**src/rtl/rs_ecc_pkg.sv**
```systemverilog
package rs_ecc_pkg;
   localparam int unsigned OFS_CTRL = 32'h100;
   localparam int unsigned OFS_PAR  = 32'h108;
   localparam int unsigned OFS_STAT = 32'h114;
   localparam int unsigned OFS_MASK = 32'h118;

   localparam int FLAG_W = 5;
   localparam int SB_ERR = 0;
   localparam int SB_UNC = 1;
   localparam int SB_ENC = 2;
   localparam int SB_DEC = 3;
   localparam int SB_PAD = 4;

   typedef struct packed {
      logic prdy;
      logic enc;
      logic rs;
      logic rst;
      logic en;
   } ctrl_t;
endpackage

```
**src/rtl/ecc_ctrl_reg.sv**
```systemverilog
module ecc_ctrl_reg
   import rs_ecc_pkg::*;
(
   input  logic       clk,
   input  logic       rst_n,
   input  logic       wr_hit,
   input  logic [4:0] wr_bits,
   output ctrl_t      ctrl_q,
   output logic       clr_now,
   output logic       start_q
);
   ctrl_t d;
   assign d       = ctrl_t'(wr_bits);
   assign clr_now = wr_hit && d.rst;

   always_ff @(posedge clk or negedge rst_n) begin
      if (!rst_n) begin
         ctrl_q  <= '0;
         start_q <= 1'b0;
      end else begin
         start_q <= wr_hit && d.prdy && !ctrl_q.prdy && d.en && !d.enc;
         if (wr_hit) ctrl_q <= d;
         else        ctrl_q.rst <= 1'b0;
      end
   end

   AST_RST_SELFCLR: assert property (@(posedge clk) disable iff (!rst_n)
      ctrl_q.rst && !wr_hit |=> !ctrl_q.rst);
   AST_START_ONESHOT: assert property (@(posedge clk) disable iff (!rst_n)
      start_q |=> !start_q);
   AST_START_MODE: assert property (@(posedge clk) disable iff (!rst_n)
      start_q |-> (ctrl_q.en && !ctrl_q.enc && ctrl_q.prdy));
endmodule

```
**src/rtl/ecc_parity_bank.sv**
```systemverilog
module ecc_parity_bank
   import rs_ecc_pkg::*;
#(
   parameter int NBYTES = 9,
   parameter int ADDR_W = 12
)(
   input  logic                clk,
   input  logic                rst_n,
   input  logic                clr,
   input  logic                load,
   input  logic [8*NBYTES-1:0] load_data,
   input  logic                wr_en,
   input  logic [ADDR_W-1:0]   wr_addr,
   input  logic [31:0]         wr_data,
   input  logic [3:0]          wr_strb,
   input  logic [ADDR_W-1:0]   rd_addr,
   output logic [8*NBYTES-1:0] par_q,
   output logic [31:0]         rd_word,
   output logic                rd_hit
);
   localparam int W0 = OFS_PAR / 4;
   localparam int WA = ADDR_W - 2;

   logic [WA-1:0] wr_w;
   logic [WA-1:0] rd_w;
   assign wr_w = wr_addr[ADDR_W-1:2];
   assign rd_w = rd_addr[ADDR_W-1:2];

   for (genvar i = 0; i < NBYTES; i++) begin : g_byte
      localparam logic [WA-1:0] MYW = WA'(W0 + i / 4);
      localparam int LANE = i % 4;
      logic       hit;
      logic [7:0] b_q;
      assign hit = wr_en && (wr_w == MYW) && wr_strb[LANE];
      always_ff @(posedge clk or negedge rst_n) begin
         if (!rst_n)    b_q <= '0;
         else if (clr)  b_q <= '0;
         else if (load) b_q <= load_data[8*i +: 8];
         else if (hit)  b_q <= wr_data[8*LANE +: 8];
      end
      assign par_q[8*i +: 8] = b_q;
   end

   always_comb begin
      rd_word = '0;
      rd_hit  = 1'b0;
      for (int i = 0; i < NBYTES; i++) begin
         if (rd_w == WA'(W0 + i / 4)) begin
            rd_hit = 1'b1;
            rd_word[8*(i%4) +: 8] = par_q[8*i +: 8];
         end
      end
   end

   AST_PAR_CLR: assert property (@(posedge clk) disable iff (!rst_n)
      clr |=> (par_q == '0));
   AST_PAR_LOAD: assert property (@(posedge clk) disable iff (!rst_n)
      load && !clr |=> (par_q == $past(load_data)));
endmodule

```
**src/rtl/ecc_status_reg.sv**
```systemverilog
module ecc_status_reg
   import rs_ecc_pkg::*;
#(
   parameter int CNT_W = 3
)(
   input  logic             clk,
   input  logic             rst_n,
   input  logic             wr_stat,
   input  logic             wr_mask,
   input  logic [31:0]      wr_data,
   input  logic             ev_done,
   input  logic             ev_enc,
   input  logic             ev_err,
   input  logic             ev_unc,
   input  logic [CNT_W-1:0] ev_cnt,
   input  logic             ev_pad,
   output logic [31:0]      stat_word,
   output logic [31:0]      mask_word,
   output logic             irq
);
   logic [FLAG_W-1:0] flags_q, flags_n, mask_q;
   logic [CNT_W-1:0]  cnt_q, cnt_n;

   always_comb begin
      flags_n = flags_q;
      cnt_n   = cnt_q;
      if (wr_stat) begin
         flags_n = flags_q & wr_data[FLAG_W-1:0];
         cnt_n   = cnt_q & wr_data[31 -: CNT_W];
      end
      if (ev_done && ev_enc) flags_n[SB_ENC] = 1'b1;
      if (ev_done && !ev_enc) begin
         flags_n[SB_DEC] = 1'b1;
         if (ev_err) flags_n[SB_ERR] = 1'b1;
         if (ev_unc) flags_n[SB_UNC] = 1'b1;
         cnt_n = ev_cnt;
      end
      if (ev_pad) flags_n[SB_PAD] = 1'b1;
   end

   always_ff @(posedge clk or negedge rst_n) begin
      if (!rst_n) begin
         flags_q <= '0;
         cnt_q   <= '0;
         mask_q  <= '0;
      end else begin
         flags_q <= flags_n;
         cnt_q   <= cnt_n;
         if (wr_mask) mask_q <= wr_data[FLAG_W-1:0];
      end
   end

   always_comb begin
      stat_word = '0;
      stat_word[FLAG_W-1:0] = flags_q;
      stat_word[31 -: CNT_W] = cnt_q;
      mask_word = '0;
      mask_word[FLAG_W-1:0] = mask_q;
   end

   assign irq = |(flags_q & mask_q);

   AST_ENC_FLAG: assert property (@(posedge clk) disable iff (!rst_n)
      ev_done && ev_enc |=> flags_q[SB_ENC]);
   AST_DEC_FLAG: assert property (@(posedge clk) disable iff (!rst_n)
      ev_done && !ev_enc |=> flags_q[SB_DEC] && (cnt_q == $past(ev_cnt)));
   AST_PAD_FLAG: assert property (@(posedge clk) disable iff (!rst_n)
      ev_pad |=> flags_q[SB_PAD]);
   AST_IRQ_MASKED: assert property (@(posedge clk) disable iff (!rst_n)
      (mask_q == '0) |-> !irq);
endmodule

```
**src/rtl/rs_ecc_regs.sv**
```systemverilog
module rs_ecc_regs
   import rs_ecc_pkg::*;
#(
   parameter int ADDR_W    = 12,
   parameter int PAR_BYTES = 9,
   parameter int CNT_W     = 3
)(
   input  logic                   clk,
   input  logic                   rst_n,
   input  logic                   wr_en,
   input  logic [ADDR_W-1:0]      wr_addr,
   input  logic [31:0]            wr_data,
   input  logic [3:0]             wr_strb,
   input  logic [ADDR_W-1:0]      rd_addr,
   output logic [31:0]            rd_data,
   output logic                   eng_enable,
   output logic                   eng_clear,
   output logic                   eng_rs,
   output logic                   eng_encode,
   output logic                   eng_start,
   output logic [8*PAR_BYTES-1:0] par_out,
   input  logic                   eng_done,
   input  logic                   eng_err,
   input  logic                   eng_uncor,
   input  logic [CNT_W-1:0]       eng_err_cnt,
   input  logic                   eng_pad_done,
   input  logic [8*PAR_BYTES-1:0] eng_par_in,
   output logic                   irq
);
   localparam int WA = ADDR_W - 2;
   localparam logic [WA-1:0] W_CTRL = WA'(OFS_CTRL / 4);
   localparam logic [WA-1:0] W_STAT = WA'(OFS_STAT / 4);
   localparam logic [WA-1:0] W_MASK = WA'(OFS_MASK / 4);

   if (PAR_BYTES < 1 || PAR_BYTES > 12) begin : g_bad_par
      $error("PAR_BYTES must fit between the parity base and the status word");
   end
   if (CNT_W < 1 || CNT_W > 8) begin : g_bad_cnt
      $error("CNT_W must be 1 to 8");
   end
   if (ADDR_W < 10) begin : g_bad_addr
      $error("ADDR_W too small for the register offsets");
   end

   logic [WA-1:0] wr_w, rd_w;
   assign wr_w = wr_addr[ADDR_W-1:2];
   assign rd_w = rd_addr[ADDR_W-1:2];

   ctrl_t ctrl_q;
   logic  clr_now, start_q;
   logic  ev_done, par_load;
   logic [31:0] stat_word, mask_word, par_word;
   logic        par_hit;

   ecc_ctrl_reg u_ctrl (
      .clk     (clk),
      .rst_n   (rst_n),
      .wr_hit  (wr_en && (wr_w == W_CTRL)),
      .wr_bits (wr_data[4:0]),
      .ctrl_q  (ctrl_q),
      .clr_now (clr_now),
      .start_q (start_q)
   );

   assign ev_done  = eng_done && ctrl_q.en;
   assign par_load = ev_done && ctrl_q.enc;

   ecc_parity_bank #(.NBYTES(PAR_BYTES), .ADDR_W(ADDR_W)) u_par (
      .clk       (clk),
      .rst_n     (rst_n),
      .clr       (clr_now),
      .load      (par_load),
      .load_data (eng_par_in),
      .wr_en     (wr_en),
      .wr_addr   (wr_addr),
      .wr_data   (wr_data),
      .wr_strb   (wr_strb),
      .rd_addr   (rd_addr),
      .par_q     (par_out),
      .rd_word   (par_word),
      .rd_hit    (par_hit)
   );

   ecc_status_reg #(.CNT_W(CNT_W)) u_stat (
      .clk       (clk),
      .rst_n     (rst_n),
      .wr_stat   (wr_en && (wr_w == W_STAT)),
      .wr_mask   (wr_en && (wr_w == W_MASK)),
      .wr_data   (wr_data),
      .ev_done   (ev_done),
      .ev_enc    (ctrl_q.enc),
      .ev_err    (eng_err),
      .ev_unc    (eng_uncor),
      .ev_cnt    (eng_err_cnt),
      .ev_pad    (eng_pad_done),
      .stat_word (stat_word),
      .mask_word (mask_word),
      .irq       (irq)
   );

   assign eng_enable = ctrl_q.en;
   assign eng_clear  = ctrl_q.rst;
   assign eng_rs     = ctrl_q.rs;
   assign eng_encode = ctrl_q.enc;
   assign eng_start  = start_q;

   always_comb begin
      rd_data = '0;
      if (rd_w == W_CTRL)      rd_data = {27'b0, ctrl_q};
      else if (rd_w == W_STAT) rd_data = stat_word;
      else if (rd_w == W_MASK) rd_data = mask_word;
      else if (par_hit)        rd_data = par_word;
   end

   AST_IDLE_DONE: assert property (@(posedge clk) disable iff (!rst_n)
      eng_done && !ctrl_q.en && !wr_en && !eng_pad_done
      |=> $stable(stat_word) && $stable(par_out));
endmodule

```
**config.mk**
```make
export PLATFORM = sky130hd
export DESIGN_NAME = rs_ecc_regs
export DESIGN_NICKNAME = d
export VERILOG_FILES = /design/src/rtl/rs_ecc_pkg.sv /design/src/rtl/ecc_ctrl_reg.sv /design/src/rtl/ecc_parity_bank.sv /design/src/rtl/ecc_status_reg.sv /design/src/rtl/rs_ecc_regs.sv
export SDC_FILE = /design/constraint.sdc
export NUM_CORES = 1
export LEC_CHECK = 0
export BUFFER_PORTS_ARGS = -buffer_cell sky130_fd_sc_hd__buf_2
export CAP_MARGIN = 20
export CORE_ASPECT_RATIO = 1.1
export CORE_MARGIN = 4
export CORE_UTILIZATION = 47
export CTS_CLUSTER_DIAMETER = 100
export CTS_CLUSTER_SIZE = 20
export DETAILED_ROUTE_END_ITERATION = 7
export HOLD_SLACK_MARGIN = 0.03
export PLACE_DENSITY = 0.78
export SYNTH_ARGS = -nofsm -noshare
export SYNTH_HDL_FRONTEND = slang
export SYNTH_SLANG_ARGS = --single-unit
```
**constraint.sdc**
```tcl
create_clock -name clk -period 2.27 [get_ports clk]
set_clock_uncertainty 0.15 [all_clocks]
set_input_delay 0.1135 -clock clk [delete_from_list [all_inputs] [get_ports clk]]
set_output_delay 0.1135 -clock clk [all_outputs]
set_load 0.01 [all_outputs]
```
# After elaboration in Yosys (flattened, before gate mapping)
# Index checks and enable logic that the tools add are counted.
# totals
regBits	91
word_cells	128
in_bits	142
# classes
bitwise	3
reduce_logical	39
n_mux	53
n_eq_ne	12
# ops
op	n
$mux 8	36
$mux 32	4
$eq 10x7->1 const B	12
$reduce_bool 3->1	9
$logic_and 1x1->1	23
$and 5x5->5	2
$mux 1	9
$mux 3	2
$reduce_bool 2->1	3
$mux 5	1
$reduce_or 5->1	1
$and 3x3->3	1
$logic_not 1->1	3
$mux 2	1

# Depth between registers and ports, before layout
# Gate-level depths: netlist (run 1).
# depth
ltp_word	8
depth_mapped	7
ltp_nobuf	5

# By module
# From an unflattened synthesis (run 1), not the netlist that was laid out.
# unflattened
cells_unflattened	778
hier_area_um2	7126.8
# by_module_without_submodules
module	cells_each	instances	area_each_um2
ecc_parity_bank	442	1	4350.4
rs_ecc_regs	226	1	1594.0
ecc_status_reg	96	1	960.9
ecc_ctrl_reg	14	1	221.5

# Worst setup path after synthesis (run 1)
# Ideal clock, no wire load.
# synth_path
path_kind	register to register
from	register, netlist name u_ctrl.ctrl_q[0]
to	register u_par.g_byte[0].b_q[5]
setup_ns	0.135
arrival_time_ns	1.505
period_less_slack_ns	1.790
path_buffers	2
path_stages_with_launch	6
required_ns	1.985
path_slack_ns	0.480
cell_sequence	dfrtp_1 and3_1 clkbuf_1 a41oi_1 buf_2 o31ai_1
# synth_via
elab_chain_len	4
word_cells_on_any_way	5
classes_between	mux (2); reduce/logical (3)
# synth_lines
item	line_no	text
$logic_and 1x1->1 (*)	rs_ecc_regs.sv:65	assign ev_done = eng_done && ctrl_q.en;
$logic_and 1x1->1 (*)	rs_ecc_regs.sv:66	assign par_load = ev_done && ctrl_q.enc;
$mux 8	ecc_parity_bank.sv:38	else if (load) b_q <= load_data[8*i +: 8];
$mux 8	ecc_parity_bank.sv:37	else if (clr) b_q <= '0;
end signal: assignment	ecc_parity_bank.sv:38	
end signal: assignment	ecc_parity_bank.sv:39	else if (hit) b_q <= wr_data[8*LANE +: 8];
end: declaration	ecc_parity_bank.sv:33	logic [7:0] b_q;
# Every way passes the cells marked *; elsewhere a longest branch is shown, timed or not.
# A chain may end at the register's enable or synchronous reset.

# Worst setup path in the final report (run 1)
# layout_path
from	register, netlist name u_ctrl.ctrl_q[0]
to	register u_stat.cnt_q[2]
# layout_via
elab_chain_len	3
word_cells_on_any_way	4
classes_between	mux (1); reduce/logical (3)
# layout_lines
item	line_no	text
$logic_and 1x1->1 (*)	rs_ecc_regs.sv:65	
$logic_and 1x1->1 (*)	ecc_status_reg.sv:32	if (ev_done && !ev_enc) begin
$mux 3 or $reduce_bool 2->1 (tied branches)	-	
end signal: assignment	ecc_status_reg.sv:48	cnt_q <= cnt_n;
end: declaration	ecc_status_reg.sv:22	logic [CNT_W-1:0] cnt_q, cnt_n;
# Marked as above.

==> reports/qor.yml, run 1 <==
status: "completed"
slew_violations: 0
ir_worst_vdd_uv: 322
ys_seq_area_frac: 0.446
cap_violations: 0
min_delay_worst_endpoint: "u_par.g_byte[8].b_q[0]$_DFFE_PN0P_"
finalCritPeriodShare: 0.974
powerDensity_nw_per_um2: 468
dpl_cell_area_um2: 6580
synth_top_flop_cell: "dfrtp_1"
cp_slowest_cell: "dlygate4sd3_1"
ff2ff_setup_slack_ps: 60
pre_cts_slack_ps: 328
async_flop_share: 1.00
min-delay-start: "eng_par_in[64]"
grt_pass1_wl_mm: 33.5
htree_levels: 3
r2r_start: "u_ctrl.ctrl_q[0]$_DFFE_PN0N_"
portBuffers: 247
num_rows: 39
ff2ff_path_depth: 4
firstDrtPassIters: 5
worstPathRequired_ps: 2340
layout.nets: 1034
chipWidth_um: 107
timing.fmax_mhz: 452
dr.first_iter.drc_count: 406
drcViolationCount: 0
setup_slack_ps: 59.0
ys_ff_latch: 91
wl_mm: 21.7
clock_sinks: 91
synth_nets: 660
cts_buffer_depth: 2
syn_avg_cell_area_um2: 9.86
p_seq_frac: 0.434
vias_per_cell: 5.89
globalRouteTotalUtil: 0.339
synthCells: 518
clock_latency_ps: 330
io_pins: 252
finalHoldViolations: 0
synth_top_area_frac: 0.446
cts_tree: "yes"
finalInstanceArea_um2: 8270
yosysWarnings: 0
cp_slowest_stage_delay_ps: 620
vias: 6128
synth_edf_count: 0
die-area_um2: 12600
final_layout_size_suffix_gt1_frac: 0.357
die_h_um: 117
crit_fanout: 8
areaGrowthSynthToFinish_pct: 61.9
reg2reg_to: "u_stat.cnt_q[2]$_DFFE_PN0P_"
gp_congestion: 0.878
endpoint_kind: "flop"
yosysUniqueCellTypes: 39
yosysTopAreaCell: "dfrtp_1"
period_needed_ps: 2210
tightest_slew_ps: 684
slew_headroom: 0.542
hold_path.class: "in -> reg"
overflow: 0
setup_tns_ps: 0
cp-start-kind: "flop"
p_switching_w: 0.000899
whs_path_depth: 4
setup_viol: 0
num-fill-cells: 659
path_clk_slew_ps: 70
route.detailed.wl_per_inst_um: 20.8
grt_max_degree: 49
rsz0062_at_grt: "no"
antenna_found_initial: 1
synth_area_leaders: "dfrtp_1 45%, mux2i_1 12%, mux2_2 5.3%, nand2_1 4.9%, a21oi_1 4.9%"
critPathKind: "reg -> reg"
cts-root-buf: "clkbuf_16"
floorplan.initialDensity: 0.487
worst-path-buf-inv: 1
critPathArrivalTime_ps: 2280
yosysMostFrequentCell: "dfrtp_1"
ys_top_cells_by_count: "91 x dfrtp_1, 67 x nand2_1, 60 x mux2i_1"
core_region_area_um2: 10500
final_util: 0.788
cts_buffers: 9
swShare: 0.232
grt_pass1_vias: 6458
netlist_area_um2: 5110
cp_cell_sequence: "nand2_1, nor2_1, o21ai_0, dlygate4sd3_1"
ant_nets: 0
power.leakage_nw: 4.16
power_frac_comb: 0.137
p_int_w: 0.00297
dp_hpwl_mm: 13.2
cp_top_family: "simple AND/OR/NAND/NOR gates"
pwr-share-clk: 0.429
-- power by group through the flow --
| stage | registers (W) | clock network (W) | logic [W] |
|---|---|---|---|
| 2_1_floorplan | 0.00171 | 0 | 0.000117 |
| 3_3_place_gp | 0.00171 | 0 | 0.000336 |
| 3_5_place_dp | 0.00171 | 0 | 0.000348 |
| 4_1_cts | 0.00168 | 0.00166 | 0.000509 |
| 5_1_grt | 0.00168 | 0.00174 | 0.000571 |
| 6_report | 0.00168 | 0.00166 | 0.000531 |
-- through the flow --
step / hold WS [ps] / std cells / total power [W]
floorplan: -332 / 518 / 0.00183
global placement: 17.3 / 889 / 0.00204
detailed placement: 18.8 / 889 / 0.00206
CTS: 34.4 / 1040 / 0.00385
global route: 53.4 / 1041 / 0.00400
finish: 42.7 / 1041 / 0.00387
-- registers in the layout, summed over array words and instances, names as in the netlist --
signal	flops
u_par.g_byte.b_q	72
u_ctrl.ctrl_q	5
u_stat.flags_q	5
u_stat.mask_q	5
u_stat.cnt_q	3
u_ctrl.start_q	1
-- worst min-delay path, cell delays in order --
cell and delay (ps):
buf_2 80, nand2_1 40, a21oi_1 120, mux2_2 140
-- routing by layer --
layer / up-vias / global-route usage / share of wire
li1: 2674 / - / -
met1: 2967 / 0.395 / 0.36
met2: 399 / 0.583 / 0.51
met3: 88 / 0.0654 / 0.082
met4: 0 / 0.178 / 0.047
met5: - / 0 / 0
-- layout by cell type (no fill, tap or decap), types with 3 or more instances in the layout --
cell type,n
a21oi_1,50
buf_2,246
dfrtp_1,91
and4_1,5
inv_1,3
a41oi_1,4
mux2i_1,60
a221oi_1,4
dlygate4sd3_1,135
nor2b_1,6
mux2_2,24
nor2_1,9
clkbuf_16,9
a22oi_1,4
a211oi_1,3
buf_12,3
buf_4,21
nor4_1,4
o31ai_1,33
nand3_1,3
a21boi_0,8
nand3b_1,4
nand2_1,67
o21ai_0,45
a22o_1,24
-- cells by family after synthesis --
logic type / Yosys count / synth area share
flip-flops: 91 / 0.446
AND/OR/NAND/NOR: 115 / 0.114
multiplexers: 84 / 0.170
buffers and inverters: 47 / 0.0387
AO/OA/AOI/OAI: 181 / 0.231
-- what timing repair did --
action,CTS,global route
hold endpoints to repair,129,0
setup buffers,0,0
setup endpoints to repair,0,27
hold buffers,135,0
gates resized for setup,0,4
-- cell type report --
| cell class | count | area, um^2 | share of cell area |
|---|---|---|---|
| timing repair buffer | 407 | 2830 | 0.342 |
| antenna | 1 | 2.50 | 0.000303 |
| multi-input combinational | 380 | 2650 | 0.320 |
| sequential | 91 | 2280 | 0.275 |
| tap | 143 | 179 | 0.0216 |
| clock inverter | 4 | 72.6 | 0.00877 |
| clock buffer | 12 | 256 | 0.0310 |
| inverter | 3 | 11.3 | 0.00136 |
-- worst max path at each step --
stage | startpoint | end | slack [ps] | cells after the start
floorplan | u_ctrl.ctrl_q[0]$_DFFE_PN0N_ | u_par.g_byte[0].b_q[5]$_DFFE_PN0P_ | 480 | 5
global placement | rd_addr[6] | rd_data[21] | 340 | 7
detailed placement | rd_addr[6] | rd_data[0] | 330 | 6
CTS | wr_data[1] | u_par.g_byte[6].b_q[7]$_DFFE_PN0P_ | 100 | 8
global route | wr_data[1] | u_par.g_byte[5].b_q[3]$_DFFE_PN0P_ | 6 | 8
finish | u_ctrl.ctrl_q[0]$_DFFE_PN0N_ | u_stat.cnt_q[2]$_DFFE_PN0P_ | 60 | 4
Power figures use the tool's default switching activity.
==> run 2, diff against run 1 <==
--- a/config.mk
+++ b/config.mk
@@ -11,7 +11,7 @@
 export CORE_MARGIN = 4
 export CORE_UTILIZATION = 47
 export CTS_CLUSTER_DIAMETER = 100
-export CTS_CLUSTER_SIZE = 20
+export CTS_CLUSTER_SIZE = 16
 export DETAILED_ROUTE_END_ITERATION = 7
 export HOLD_SLACK_MARGIN = 0.03
 export PLACE_DENSITY = 0.78
==> constraint.sdc (replaced) <==
create_clock -name clk -period 2.3 [get_ports clk]
set_clock_uncertainty 0.15 [all_clocks]
set_input_delay 0.115 -clock clk [delete_from_list [all_inputs] [get_ports clk]]
set_output_delay 0.115 -clock clk [all_outputs]
set_load 0.01 [all_outputs]
==> reports/qor.yml, run 2 (synthesized netlist as in run 1, its figures left out) <==
cts_buffers: 9  # unchanged
ff2ff_setup_slack_ps: 90  # +30 ps
layout.nets: 1028  # -0.58%
cp-endpoint: "u_par.g_byte[4].b_q[7]$_DFFE_PN0P_"
floorplan.initialDensity: 0.487  # unchanged
cap_violations: 0  # unchanged
critPathArrivalTime_ps: 2270  # about the same
htree_levels: 3  # unchanged
drcViolationCount: 0  # unchanged
grt_max_degree: 49  # unchanged
cp-start-kind: "flop"
areaGrowthSynthToFinish_pct: 59.4
overflow: 0  # unchanged
num_rows: 39  # unchanged
cts_tree: "yes"
worstPathRequired_ps: 2360  # +20 ps
antenna_found_initial: 0  # -1
ant_nets: 0  # unchanged
final_layout_size_suffix_gt1_frac: 0.354  # -0.00314
finalHoldViolations: 0  # unchanged
r2r_start: "u_ctrl.ctrl_q[3]$_DFFE_PN0N_"
largest_register_ffs: 72  # unchanged
vias: 6158  # +0.49%
dr.first_iter.drc_count: 492  # +21%
grt_pass1_wl_mm: 33.7  # +0.60%
power.total_w: 0.00350  # -9.5%
top_register: "u_par.g_byte.b_q"
die-area_um2: 12600  # unchanged
setup_viol: 0  # unchanged
vias_per_cell: 5.97  # +1.4%
endpoint_kind: "flop"
hold_path.class: "in -> reg"
final_cell_mix: "246 x buf_2, 131 x dlygate4sd3_1, 91 x dfrtp_1, 67 x nand2_1, 60 x mux2i_1"
firstDrtPassIters: 6  # +1
clock_latency_ps: 330  # about the same
path_clk_slew_ps: 60  # about the same
route.detailed.wl_per_inst_um: 21.3  # +2.0%
powerDensity_nw_per_um2: 430  # -8.1%
power.leakage_nw: 4.08  # -1.9%
status: "completed"
cts_buffer_depth: 2  # unchanged
slew_headroom: 0.558  # +0.0160
wl_mm: 21.9  # +1.1%
setup_tns_ps: 0  # unchanged
whs_ps: 45.0  # +2.31 ps
ff2ff_path_depth: 5  # +1
dpl_cell_area_um2: 6560  # -0.23%
tightest_slew_ps: 663  # -21.5 ps
crit_fanout: 26  # +18
dp_hpwl_mm: 13.2  # -0.51%
final_util: 0.776  # -0.0122
slew_violations: 0  # unchanged
final_common_cell: "buf_2"
grt_pass1_vias: 6467  # +0.14%
timing.fmax_mhz: 452  # about the same
cts-root-buf: "clkbuf_16"
clock_sinks: 91  # unchanged
num-fill-cells: 652  # -1.1%
globalRouteTotalUtil: 0.338  # -0.000345
critPathKind: "reg -> reg"
finalCritPeriodShare: 0.962  # -0.0122
chipWidth_um: 107  # unchanged
finalInstanceArea_um2: 8140  # -1.5%
die_h_um: 117  # unchanged
crit_path_start: "u_ctrl.ctrl_q[3]$_DFFE_PN0N_"
reg2reg_to: "u_par.g_byte[4].b_q[7]$_DFFE_PN0P_"
core_region_area_um2: 10500  # unchanged
portBuffers: 247  # unchanged
ir_worst_vdd_uv: 377  # +17%
gp_congestion: 0.906  # +3.1%
io_pins: 252  # unchanged
period_needed_ps: 2210  # +1.13 ps
run 2: power breakdown:
group,switching [W],internal (W),total [W]
sequential,0.0000299,0.00163,0.00166
combinational,0.000233,0.000285,0.000519
clock,0.000577,0.000746,0.00132
total,0.000840,0.00266,0.00350
run 2: layer usage:
metal	routed length, um	part of all wire	global-route usage	vias to the layer above
li1	-	-	-	2661
met1	7670	0.35	0.393	2946
met2	11200	0.51	0.579	443
met4	1150	0.053	0.180	0
met5	0	0	0	-
met3	1910	0.087	0.0703	108
run 2: worst min-delay path by stage:
stage                                              end  slack [ps]           start  cells after the start
floorplan                 u_ctrl.ctrl_q[0]$_DFFE_PN0N_        -330           rst_n                      0
global placement    u_par.g_byte[1].b_q[4]$_DFFE_PN0P_          20           rst_n                      1
detailed placement  u_par.g_byte[1].b_q[4]$_DFFE_PN0P_          20           rst_n                      1
CTS                 u_par.g_byte[8].b_q[1]$_DFFE_PN0P_          30  eng_par_in[65]                      4
global route        u_par.g_byte[8].b_q[1]$_DFFE_PN0P_          50  eng_par_in[65]                      4
finish              u_par.g_byte[8].b_q[1]$_DFFE_PN0P_          50  eng_par_in[65]                      4
run 2: repair_timing:
item | in CTS | in global routing
gates resized for setup | 0 | 6
hold buffers | 131 | 0
setup buffers | 0 | 0
setup endpoints to repair | 0 | 25
hold endpoints to repair | 128 | 0
run 2: area by class of cell:
cell class              count  area (um^2)  share of cell area
well taps                 143          179              0.0220
multi-input cells         380         2660               0.326
repair buffers            401         2770               0.340
diodes                      1         2.50            0.000307
flip-flops and latches     91         2280               0.280
clock buffers              13          250              0.0307
inverters                   3         11.3             0.00138
run 2: stage by stage:
| step | setup slack (ps) | instances |
|---|---|---|
| floorplan | 510 | 518 |
| global placement | 223 | 887 |
| detailed placement | 233 | 887 |
| CTS | 48.5 | 1031 |
| global route | -1.04 | 1031 |
| finish | 87.9 | 1032 |
run 2: worst max-delay path: stages, from the launching register on:
cell and delay [ps]:
dfrtp_1 500, nand3_4 250, buf_4 300, o21ai_0 250, a21oi_1 70, dlygate4sd3_1 570
==> run 3, diff against run 2 <==
--- a/config.mk
+++ b/config.mk
@@ -9,12 +9,12 @@
 export CAP_MARGIN = 20
 export CORE_ASPECT_RATIO = 1.1
 export CORE_MARGIN = 4
-export CORE_UTILIZATION = 47
+export CORE_UTILIZATION = 42
 export CTS_CLUSTER_DIAMETER = 100
 export CTS_CLUSTER_SIZE = 16
 export DETAILED_ROUTE_END_ITERATION = 7
 export HOLD_SLACK_MARGIN = 0.03
-export PLACE_DENSITY = 0.78
+export PLACE_DENSITY = 0.73
 export SYNTH_ARGS = -nofsm -noshare
 export SYNTH_HDL_FRONTEND = slang
 export SYNTH_SLANG_ARGS = --single-unit
==> constraint.sdc (replaced) <==
create_clock -name clk -period 1.9 [get_ports clk]
set_clock_uncertainty 0.15 [all_clocks]
set_input_delay 0.095 -clock clk [delete_from_list [all_inputs] [get_ports clk]]
set_output_delay 0.095 -clock clk [all_outputs]
set_load 0.01 [all_outputs]
==> reports/qor.yml, run 3 (synthesized netlist as in run 1, its figures left out) <==
path_clk_slew_ps: 60  # about the same
ant_nets: 0  # unchanged
cts_setup_buffers: 0  # unchanged
endpoint_kind: "output port"
cp-start-kind: "input port"
timing.fmax_mhz: 541
cts_buffer_depth: 2  # unchanged
dpl_cell_area_um2: 6760  # +3.0%
rsz0062_at_grt: "yes"
placed_cells: 906  # +2.1%
finalInstanceArea_um2: 8170  # +0.26%
final_cell_mix: "246 x buf_2, 105 x dlygate4sd3_1, 91 x dfrtp_1, 66 x nand2_1, 60 x mux2i_1"
final_layout_size_suffix_gt1_frac: 0.384  # +0.0307
critPathKind: "in -> out"
overflow: 0  # unchanged
powerDensity_nw_per_um2: 533  # +24%
layout.nets: 1015  # -1.3%
grt_pass1_vias: 6033  # -6.7%
cts_buffers: 9  # unchanged
clock_latency_ps: 330  # about the same
power.total_w: 0.00435  # +24%
tightest_slew_ps: 453  # -210 ps
finalCritPeriodShare: 0.973
ff2ff_setup_slack_ps: 200  # +110 ps
clock_sinks: 91  # unchanged
diodes: 0  # -1
areaGrowthSynthToFinish_pct: 59.8
firstDrtPassIters: 5  # -1
htree_levels: 3  # unchanged
vias_per_cell: 5.76  # -3.5%
vias: 5915  # -3.9%
min-delay-start: "eng_par_in[69]"
cts-root-buf: "clkbuf_16"
setup_viol: 0  # unchanged
top_register: "u_par.g_byte.b_q"
reg2reg_to: "u_par.g_byte[2].b_q[2]$_DFFE_PN0P_"
dp_hpwl_mm: 13.5  # +2.9%
power.leakage_nw: 4.02  # -1.5%
floorplan.initialDensity: 0.437  # -0.0502
r2r_start: "u_ctrl.ctrl_q[3]$_DFFE_PN0N_"
num_rows: 41  # +5.1%
final_cells: 1027  # -0.48%
portBuffers: 247  # unchanged
hold_path.class: "in -> reg"
io_pins: 252  # unchanged
grt_max_degree: 46  # -6.1%
wl_mm: 20.7  # -5.4%
die-area_um2: 14000  # +11%
period_needed_ps: 1850
chipWidth_um: 113  # +5.4%
whs_path_depth: 4  # unchanged
route.detailed.wl_per_inst_um: 20.2  # -4.9%
ff2ff_path_depth: 4  # -1
dr.first_iter.drc_count: 381  # -23%
ir_worst_vdd_uv: 406  # +7.7%
worstPathRequired_ps: 1650  # -710 ps
die_h_um: 124  # +5.4%
min_delay_worst_endpoint: "u_par.g_byte[8].b_q[5]$_DFFE_PN0P_"
slew_violations: 0  # unchanged
finalHoldViolations: 0  # unchanged
cap_violations: 0  # unchanged
core_region_area_um2: 11700  # +11%
setup_tns_ps: 0  # unchanged
whs_ps: 40.6  # -4.38 ps
largest_register_ffs: 72  # unchanged
cts_tree: "yes"
crit_fanout: 11  # -58%
critPathArrivalTime_ps: 1600  # -670 ps
num-fill-cells: 843  # +29%
slew_headroom: 0.697  # +0.139
status: "completed"
drcViolationCount: 0  # unchanged
globalRouteTotalUtil: 0.285  # -0.0527
grt_pass1_wl_mm: 31.4  # -6.8%
final_common_cell: "buf_2"
gp_congestion: 0.963  # +6.3%
antenna_found_initial: 0  # unchanged
run 3: area by class of cell:
class | count | area (um^2) | area share
sequential | 91 | 2280 | 0.279
clock inverter | 2 | 10.0 | 0.00123
timing repair buffer | 388 | 2710 | 0.331
multi-input combinational | 380 | 2700 | 0.331
clock buffer | 13 | 270 | 0.0331
inverter | 3 | 11.3 | 0.00138
tap | 150 | 188 | 0.0230
run 3: power breakdown:
part	internal, W	total [W]	switching [W]	leakage, nW
Combinational	0.000347	0.000626	0.000279	2.61
Sequential	0.00198	0.00201	0.0000332	1.26
Clock	0.000984	0.00172	0.000734	0.141
Total	0.00331	0.00435	0.00105	4.02
run 3: timing repair:
item                                    CTS  global route
pin swaps                                 0             1
gates cloned                              0             1
hold buffers                            105             0
endpoints found under the hold margin   173             0
resized for setup                         2            11
endpoints found under the setup margin   23            25
run 3: worst max-delay path by stage:
stage	to	cells past startpoint	from	slack [ps]
5_1_grt	rd_data[3]	5	u_par.g_byte[8].b_q[3]$_DFFE_PN0P_	-60
4_1_cts	rd_data[27]	7	rd_addr[6]	9
6_report	rd_data[24]	7	rd_addr[6]	50
3_5_place_dp	rd_data[27]	7	rd_addr[6]	-160
2_1_floorplan	u_par.g_byte[0].b_q[5]$_DFFE_PN0P_	5	u_ctrl.ctrl_q[0]$_DFFE_PN0N_	110
3_3_place_gp	rd_data[24]	7	rd_addr[6]	-90
run 3: worst max-delay path, cell delays in order:
cell and delay (ps):
buf_2 110, nor4b_4 340, nand2_2 150, nor4_4 340, buf_6 230, a22o_1 180, buf_2 140
run 3: metal layers:
metal,vias to the layer above,global-route usage,routed length (um)
met3,81,0.0573,1720
met4,0,0.156,803
met5,-,0,0
li1,2645,-,-
met1,2831,0.340,7760
met2,358,0.487,10500
run 3: stage by stage:
| step | worst slack, ps | util |
|---|---|---|
| 2_1_floorplan | 110 | - |
| 3_3_place_gp | -87.5 | 0.578 |
| 3_5_place_dp | -162 | 0.578 |
| 4_1_cts | 9.34 | 0.693 |
| 6_report | 50.4 | 0.698 |
| 5_1_grt | -59.6 | 0.698 |
